[config.mk]
export PLATFORM = sky130hd
export DESIGN_NAME = trig_detect
export DESIGN_NICKNAME = d
export VERILOG_FILES = /design/src/rtl/trig_detect.sv
export SDC_FILE = /design/constraint.sdc
export NUM_CORES = 1
export LEC_CHECK = 0
export BUFFER_PORTS_ARGS = -buffer_cell sky130_fd_sc_hd__buf_2
export CAP_MARGIN = 20
export CELL_PAD_IN_SITES_DETAIL_PLACEMENT = 0
export CELL_PAD_IN_SITES_GLOBAL_PLACEMENT = 2
export CORE_MARGIN = 4
export CORE_UTILIZATION = 31
export DETAILED_ROUTE_END_ITERATION = 12
export PLACE_DENSITY_LB_ADDON = 0.05
export SETUP_SLACK_MARGIN = 0.2
export SLEW_MARGIN = 10
export SYNTH_ARGS = -nofsm -noshare
export SYNTH_HDL_FRONTEND = slang
export SYNTH_SLANG_ARGS = --single-unit
[constraint.sdc]
create_clock -name clk -period 4.45 [get_ports clk]
set_input_delay 0.6675 -clock clk [delete_from_list [all_inputs] [get_ports clk]]
set_output_delay 0.6675 -clock clk [all_outputs]
set_load 0.03 [all_outputs]
[src/rtl/trig_detect.sv]
module trig_detect #(
  parameter int SAMPLE_W    = 16,
  parameter int NUM_AIN     = 4,
  parameter int BUS_W       = 8,
  parameter int MIN_WIDTH   = 2,
  parameter int SYNC_STAGES = 2
) (
  input  logic                          clk,
  input  logic                          rst_n,
  input  logic                          arm,
  input  logic [3:0]                    src_sel,
  input  logic                          falling_edge,
  input  logic [$clog2(NUM_AIN)-1:0]    ain_sel,
  input  logic [$clog2(BUS_W)-1:0]      line_sel,
  input  logic                          master_en,
  input  logic [$clog2(BUS_W)-1:0]      drive_sel,
  input  logic                          sw_strobe,
  input  logic                          ext_trig,
  input  logic [BUS_W-1:0]              bus_in,
  input  logic                          star_trig,
  input  logic                          dstar_trig,
  input  logic                          ain_valid,
  input  logic [NUM_AIN*SAMPLE_W-1:0]   ain_data,
  input  logic signed [SAMPLE_W-1:0]    trig_level,
  output logic                          trig_pulse,
  output logic [BUS_W-1:0]              bus_out,
  output logic [BUS_W-1:0]              bus_oe
);

  localparam int CH_W    = $clog2(NUM_AIN);
  localparam int LINE_W  = $clog2(BUS_W);
  localparam int CNT_W   = $clog2(MIN_WIDTH + 1);
  localparam int NUM_DIG = BUS_W + 3;
  localparam int IDX_EXT = BUS_W;
  localparam int IDX_STR = BUS_W + 1;
  localparam int IDX_DST = BUS_W + 2;

  localparam logic [3:0] SRC_SW    = 4'd0;
  localparam logic [3:0] SRC_EXT   = 4'd1;
  localparam logic [3:0] SRC_AIN   = 4'd2;
  localparam logic [3:0] SRC_BUS   = 4'd3;
  localparam logic [3:0] SRC_STAR  = 4'd4;
  localparam logic [3:0] SRC_DSTAR = 4'd5;
  localparam logic [3:0] SRC_OFF   = 4'hF;

  logic [3:0]        cfg_src;
  logic              cfg_fall;
  logic [CH_W-1:0]   cfg_ch;
  logic [LINE_W-1:0] cfg_line;
  logic              cfg_master;
  logic [LINE_W-1:0] cfg_drive;

  always_ff @(posedge clk or negedge rst_n) begin
    if (!rst_n) begin
      cfg_src    <= SRC_OFF;
      cfg_fall   <= 1'b0;
      cfg_ch     <= '0;
      cfg_line   <= '0;
      cfg_master <= 1'b0;
      cfg_drive  <= '0;
    end else if (!arm) begin
      cfg_src    <= src_sel;
      cfg_fall   <= falling_edge;
      cfg_ch     <= ain_sel;
      cfg_line   <= line_sel;
      cfg_master <= master_en;
      cfg_drive  <= drive_sel;
    end
  end

  // Synchronizer for every asynchronous line
  logic [NUM_DIG-1:0] dig_raw;
  logic [NUM_DIG-1:0] sync_q [SYNC_STAGES];
  assign dig_raw = {dstar_trig, star_trig, ext_trig, bus_in};

  always_ff @(posedge clk or negedge rst_n) begin
    if (!rst_n) begin
      for (int i = 0; i < SYNC_STAGES; i++) sync_q[i] <= '0;
    end else begin
      sync_q[0] <= dig_raw;
      for (int i = 1; i < SYNC_STAGES; i++) sync_q[i] <= sync_q[i-1];
    end
  end

  logic [NUM_DIG-1:0] dig;
  logic               dig_sel, is_dig, dig_act;
  assign dig = sync_q[SYNC_STAGES-1];

  always_comb begin
    is_dig  = 1'b1;
    dig_sel = 1'b0;
    case (cfg_src)
      SRC_EXT:   dig_sel = dig[IDX_EXT];
      SRC_BUS:   dig_sel = dig[cfg_line];
      SRC_STAR:  dig_sel = dig[IDX_STR];
      SRC_DSTAR: dig_sel = dig[IDX_DST];
      default:   is_dig  = 1'b0;
    endcase
  end

  assign dig_act = dig_sel ^ cfg_fall;

  // Width qualifier: counts active cycles after an idle level was seen
  logic [CNT_W-1:0] wcnt;
  logic             idle_seen;

  always_ff @(posedge clk or negedge rst_n) begin
    if (!rst_n) begin
      wcnt      <= '0;
      idle_seen <= 1'b0;
    end else if (!arm || !is_dig) begin
      wcnt      <= '0;
      idle_seen <= 1'b0;
    end else if (!dig_act) begin
      wcnt      <= '0;
      idle_seen <= 1'b1;
    end else if (idle_seen && wcnt != CNT_W'(MIN_WIDTH)) begin
      wcnt <= wcnt + 1'b1;
    end
  end

  logic dig_fire;
  assign dig_fire = arm && is_dig && dig_act && idle_seen && (wcnt == CNT_W'(MIN_WIDTH - 1));

  // Software strobe
  logic sw_prev, sw_fire;
  always_ff @(posedge clk or negedge rst_n) begin
    if (!rst_n) sw_prev <= 1'b0;
    else        sw_prev <= sw_strobe;
  end
  assign sw_fire = arm && (cfg_src == SRC_SW) && sw_strobe && !sw_prev;

  // Analog level crossing
  logic signed [SAMPLE_W-1:0] cur_smp, prev_smp;
  logic                       prev_ok, cur_hi, prev_hi, ain_fire;

  assign cur_smp = ain_data[int'(cfg_ch)*SAMPLE_W +: SAMPLE_W];
  assign cur_hi  = cur_smp >= trig_level;
  assign prev_hi = prev_smp >= trig_level;

  always_ff @(posedge clk or negedge rst_n) begin
    if (!rst_n) begin
      prev_smp <= '0;
      prev_ok  <= 1'b0;
    end else if (!arm || cfg_src != SRC_AIN) begin
      prev_ok  <= 1'b0;
    end else if (ain_valid) begin
      prev_smp <= cur_smp;
      prev_ok  <= 1'b1;
    end
  end

  assign ain_fire = arm && (cfg_src == SRC_AIN) && ain_valid && prev_ok &&
                    (cfg_fall ? (prev_hi && !cur_hi) : (!prev_hi && cur_hi));

  always_ff @(posedge clk or negedge rst_n) begin
    if (!rst_n) trig_pulse <= 1'b0;
    else        trig_pulse <= sw_fire || dig_fire || ain_fire;
  end

  assign bus_oe  = cfg_master ? (BUS_W'(1) << cfg_drive) : '0;
  assign bus_out = bus_oe & {BUS_W{trig_pulse}};

  // one pulse never stretches
  p_single_cycle_r7: assert property (@(posedge clk) disable iff (!rst_n)
    trig_pulse |=> !trig_pulse);

  // disarmed means silent
  p_quiet_disarmed_r12: assert property (@(posedge clk) disable iff (!rst_n)
    !arm |=> !trig_pulse);

  // configuration frozen while armed
  p_cfg_frozen_r12: assert property (@(posedge clk) disable iff (!rst_n)
    arm |=> ($stable(cfg_src) && $stable(cfg_fall) && $stable(cfg_ch) && $stable(cfg_line)));

  // a software trigger needs the strobe
  p_sw_cause_r3: assert property (@(posedge clk) disable iff (!rst_n)
    (trig_pulse && cfg_src == SRC_SW) |-> $past(sw_strobe));

  // an analog trigger needs a valid sample
  p_ain_cause_r8: assert property (@(posedge clk) disable iff (!rst_n)
    (trig_pulse && cfg_src == SRC_AIN) |-> $past(ain_valid));

  // unused codes stay silent
  p_unused_src_r2: assert property (@(posedge clk) disable iff (!rst_n)
    trig_pulse |-> (cfg_src <= SRC_DSTAR));

  // at most one bus bit enabled
  p_oe_onehot_r11: assert property (@(posedge clk) disable iff (!rst_n)
    $onehot0(bus_oe));

endmodule

==> flow_summary.json, run 1 <==
{
  "numCtsBuffers": 9,
  "crit_family": "simple AND/OR/NAND/NOR gates",
  "clkLatencyLatePin_ps": 330,
  "grt_setup_unrepaired": "false",
  "arrival_ps": 3740,
  "fin_nets": 550,
  "timing.setup.tns_ps": 0,
  "drc": 0,
  "cts_hold_buf": 0,
  "grt_overflow": 0,
  "powerDensity_nw_per_um2": 353.2,
  "syn_area_um2": 3347,
  "path_cells": "mux4_2 > ha_1 > nand4_1 > nor3_1 > a21boi_0 > nor4b_1 > or2_2 > a2111oi_0 > or3b_1",
  "synth-compound-area-share_pct": 6.505,
  "routedWlPerCell_um": 15.32,
  "end_kind": "flop",
  "die-area_um2": 12520,
  "pin_count": 127,
  "power.leakage_nw": 2.155,
  "grt_use_total_pct": 13.88,
  "outcome": "finished, final reports clean",
  "ctsHtreeMaxLevel": 3,
  "dpl.hpwl_mm": 6.485,
  "worstMarginPinSlew_ps": 966.4,
  "antenna_cells_inserted": 0,
  "post_cts_buffers": 0,
  "antenna_found_initial": 0,
  "firstDrtPassIters": 4,
  "synth-adder-area-share_pct": 12.71,
  "slew_headroom_pct": 35.39,
  "rows": 37,
  "synthCells": 276,
  "yosysMostFrequentCell": "dfrtp_1",
  "async_reset_ff_share_pct": 100.0,
  "clockRootBuffer": "clkbuf_8",
  "drive_gt1_share_pct": 47.69,
  "cp_max_fo": 17,
  "syn_area_per_cell_um2": 12.13,
  "yosysTopAreaCell": "dfrtp_1",
  "drv_cap": 0,
  "cts_tree": "done",
  "yosys_warnings": 0,
  "syn_nets": 420,
  "report.final.slew_viol_count": 0,
  "cp.required_ps": 4720,
  "area_delta_synth_final_pct": 28.52,
  "cts_sinks": 58,
  "cp_slowest_cell": "dfrtp_1",
  "synthSimpleGateAreaFrac_pct": 10.28,
  "yosysSeqAreaShare_pct": 43.51,
  "initial_utilization_pct": 32.13,
  "fp.dieH_um": 111.9,
  "synth_top_family_by_area": "multiplexers",
  "synthXorXnorAreaFrac_pct": 0.5234,
  "grt_pass1_wl_mm": 13.79,
  "grt_pass1_vias": 2821,
  "fmax_mhz": 288.7,
  "synth_area_leaders": "dfrtp_1, ha_1, mux4_2",
  "vdd_drop_max_v": 0.0001388,
  "synthMuxAreaShare_pct": 23.03,
  "viasPerCell": 4.644,
  "path_class": "reg -> reg",
  "timing.final.crit_period_ps": 3464,
  "total_power_mw": 1.519,
  "ys_types": 39,
  "ys_ff_latch": 58,
  "hold_viol": 0,
  "drt_first_iter_violations": 87,
  "portBuffers": 126,
  "synth_top_area_share_pct": 40.37,
  "period_share_pct": 77.85,
  "fin_skew_ps": 8.487,
  "slowest_delay_ps": 910,
  "grt_max_degree": 59,
  "core_area_um2": 10420,
  "setup_viol": 0,
  "post_cts_resized": 0,
  "drtAntennaViolNets": 0,
  "path_clk_slew_ps": 80,
  "nFillCells": 1068,
  "synth_flop_cell": "dfrtp_1",
  "hp-class": "reg -> reg",
  "seq_area_um2": 1456,
  "wl_mm": 8.382,
  "multi_input_area_um2": 1775,
  "crit_buf_inv": 0,
  "synth_edf_count": 0,
  "place.gp.congestion": 0.7624,
  "cts_buffer_depth": 2,
  "synthTopCellsByCount": "dfrtp_1, ha_1, mux2_2, nor2_1, inv_1",
  "fp.dieW_um": 111.9,
  "routed-via-count": 2540,
  "crit_path_start_kind": "flop"
}
[routing by layer]
| metal | vias to the layer above | global-route usage [%] | wire length, um |
|---|---|---|---|
| met3 | 4 | 4.783 | 553 |
| met5 | - | 0 | 0 |
| met2 | 79 | 21.94 | 3844 |
| met4 | 0 | 3.163 | 51 |
| met1 | 1183 | 18.44 | 3932 |
| li1 | 1274 | - | - |
[power breakdown]
part           internal, mW  leakage (nW)  switching, mW
clock                 0.217        0.0847          0.229
combinational         0.221          1.37          0.192
sequential            0.607         0.700         0.0538
[layout by cell type, fill, tap and decap left out, types with 2 or more instances in the layout]
cell type   instances
nor2b_1             2
a211oi_1            2
mux2_2             30
clkinvlp_4          3
xnor2_1             2
ha_1               34
buf_4               2
mux2i_1             2
a21o_1              4
or2_2               2
inv_1              20
nand2_1             8
clkbuf_8           10
nand4_1             7
dfstp_2             4
clkinv_2            2
nor3_1              7
a41o_1              2
nor2_1             22
nand2b_1            6
a21oi_1            13
dfrtp_1            54
buf_2             126
mux4_2             16
mux4_1              2
o21ai_0             7
nand3_1             8
[cell type report]
type | instances | share of cell area (%)
inverter | 20 | 1.745
tap | 136 | 3.956
timing repair buffer | 128 | 15.01
clock inverter | 6 | 0.9599
clock buffer | 10 | 3.200
sequential | 58 | 33.86
multi-input combinational | 189 | 41.27
[state kept, by name, summed over array words and instances (netlist names), 2 cells and up]
signal	cells
sync_q	11
cfg_drive	3
cfg_src	4
wcnt	2
cfg_ch	2
prev_smp	16
dig	11
cfg_line	3
[final timing paths]
check                      startpoint            to  slack [ps]  cells past startpoint
min reg2reg                sync_q[12]        dig[1]         350                      0
min                        sync_q[12]        dig[1]         350                      0
max                         cfg_ch[1]    trig_pulse         990                      9
min in group asynchronous       rst_n   prev_smp[1]         480                      2
max in group asynchronous       rst_n  cfg_drive[2]        3440                      2
max reg2reg                 cfg_ch[1]    trig_pulse         990                      9
[kinds of logic (layout without fill, tap and decap cells)]
logic type / after synthesis / in the layout
compound gates: 34 / 34
xor+xnor: 2 / 2
fa+ha+maj: 34 / 34
buf+inv: 29 / 164
flops: 58 / 58
mux: 50 / 50
simple gates: 69 / 69
[stage by stage]
step / utilization (%) / instances / hold slack (ps) / setup WS (ps) / cell area [um2]
final: 41.30 / 547 / 351.0 / 985.9 / 4302
after global routing: 41.30 / 547 / 349.5 / 730.7 / 4302
after CTS: 41.30 / 547 / 352.1 / 984.4 / 4302
after detailed placement: 39.58 / 531 / 334.7 / 966.0 / 4123
after global placement: 39.58 / 531 / 333.5 / 1174 / 4123
after floorplan: - / 276 / 331.2 / 1295 / 3347
No activity file was read; power rests on OpenSTA's default activity.
==> run 2: changes to the inputs <==
==> constraint.sdc (replaced) <==
create_clock -name clk -period 3.3 [get_ports clk]
set_input_delay 0.495 -clock clk [delete_from_list [all_inputs] [get_ports clk]]
set_output_delay 0.495 -clock clk [all_outputs]
set_load 0.03 [all_outputs]
==> flow_summary.json, run 2 (same netlist as run 1, synthesis figures left out) <==
{
  "core_area_um2": 10420,
  "pin_count": 127,
  "power.leakage_nw": 2.234,
  "clkPwrFrac_pct": 36.0,
  "final_core_util_pct": 43.20,
  "portBuffers": 126,
  "arrival_ps": 3190,
  "stdcell_count": 553,
  "period_share_pct": 88.26,
  "hp-class": "in -> async",
  "wl_mm": 8.539,
  "fmax_mhz": 343.3,
  "grt_setup_unrepaired": "false",
  "largest_reg_flops": 16,
  "crit_path_start_kind": "flop",
  "rows": 37,
  "layout_common_cells": "buf_2, dfrtp_1, ha_1",
  "viasPerCell": 4.685,
  "cp_max_fo": 8,
  "die-area_um2": 12520,
  "drc": 0,
  "seqPwrFrac_pct": 38.6,
  "timing.setup.tns_ps": 0,
  "power.switching_mw": 0.6630,
  "max_flop_register": "prev_smp",
  "hold_viol": 0,
  "clkLatencyLatePin_ps": 340,
  "dpl.hpwl_mm": 6.747,
  "path_class": "reg -> reg",
  "timing.final.crit_period_ps": 2913,
  "switching_share_pct": 28.75,
  "place_ws_ps": 51.85,
  "grt_pass1_vias": 2825,
  "drtAntennaViolNets": 0,
  "drive_gt1_share_pct": 50.60,
  "total_power_mw": 2.306,
  "timing.final.ws_setup_ps": 387.3,
  "grt_overflow": 0,
  "firstDrtPassIters": 4,
  "antenna_found_initial": 1,
  "ctsHtreeMaxLevel": 3,
  "fp.dieH_um": 111.9,
  "cts_sinks": 58,
  "hold_slack_ps": 71.99,
  "fin_skew_ps": 8.267,
  "final_common_cell": "buf_2",
  "report.final.slew_viol_count": 0,
  "area_delta_synth_final_pct": 34.43,
  "nFillCells": 1017,
  "fin_nets": 556,
  "grt_use_total_pct": 13.87,
  "fp.dieW_um": 111.9,
  "path_clk_slew_ps": 70,
  "routed-via-count": 2591,
  "powerDensity_nw_per_um2": 512.5,
  "crit_start": "cfg_ch[0]",
  "internal-power_mw": 1.643,
  "reg2reg_depth": 10,
  "routedWlPerCell_um": 15.44,
  "worstMarginPinSlew_ps": 474.5,
  "antenna_cells_inserted": 0,
  "p_comb_share_pct": 25.4,
  "drt_first_iter_violations": 71,
  "reg2reg_slack_ps": 390,
  "slew_headroom_pct": 68.08,
  "fin_area_um2": 4499,
  "cts_tree": "done",
  "endpoint": "trig_pulse",
  "clockRootBuffer": "clkbuf_8",
  "cp.required_ps": 3580,
  "grt_pass1_wl_mm": 13.75,
  "placed_cells": 536,
  "numCtsBuffers": 9,
  "reg2reg_from": "cfg_ch[0]",
  "drv_cap": 0,
  "grt_max_degree": 35,
  "setup_viol": 0,
  "cts_hold_buf": 0,
  "initial_utilization_pct": 32.13,
  "cts_buffer_depth": 2,
  "rr_endpoint": "trig_pulse",
  "end_kind": "flop",
  "outcome": "finished, final reports clean",
  "place_area_um2": 4173,
  "place.gp.congestion": 0.7881,
  "vdd_drop_max_v": 0.0002235
}
-- run 2: cell count changes in the layout (fill, tap and decap cells not counted), sizes merged --
cell	previous run	this run
bufinv	0	3
clkbuf	10	9
inv	21	22
buf	128	134
clkinvlp	3	0
-- run 2: routing by layer --
layer / track usage (%) / share of wire [%] / up-vias
met5: 0 / 0.082 / -
met4: 3.406 / 0.76 / 2
met3: 4.565 / 6.5 / 6
met2: 22.38 / 47 / 76
met1: 18.08 / 45 / 1216
li1: - / - / 1291
-- run 2: how the worst min path moves through the flow --
stage,to,depth (start not counted)
floorplan,cfg_ch[0],0
global placement,dig[5],0
detailed placement,dig[4],0
CTS,prev_smp[0],1
global route,prev_smp[0],1
finish,prev_smp[0],1
-- run 2: critical path, stage by stage, from the launching register on --
cell	delay [ps]
dfrtp_1	400
buf_6	180
mux4_2	570
ha_4	270
a41o_1	220
a21oi_2	130
nor3_1	70
nor4b_2	300
nand3_1	180
a2111oi_2	390
or3b_1	150
-- run 2: area by class of cell --
class / instances / area (um2) / share of cell area [%]
Timing Repair Buffer: 134 / 706.9 / 15.71
Clock buffer: 9 / 123.9 / 2.753
Clock inverter: 7 / 125.1 / 2.781
Sequential cell: 58 / 1458 / 32.40
Inverter: 20 / 75.07 / 1.669
Tap cell: 136 / 170.2 / 3.782
Multi-Input combinational cell: 189 / 1841 / 40.91
-- run 2: power groups by stage --
stage               sequential, mW  clock (mW)  combinational (mW)
global route                 0.903       0.888               0.670
finish                       0.890       0.830               0.586
floorplan                    0.872           0               0.400
CTS                          0.891       0.858               0.576
global placement             0.903           0               0.568
detailed placement           0.904           0               0.570
-- run 2: timing repair --
action	in CTS	in global routing
hold endpoints to repair	0	0
gates cloned	0	0
setup buffers	0	1
pin swaps	0	4
gates resized for setup	4	9
endpoints found under the setup margin	1	1
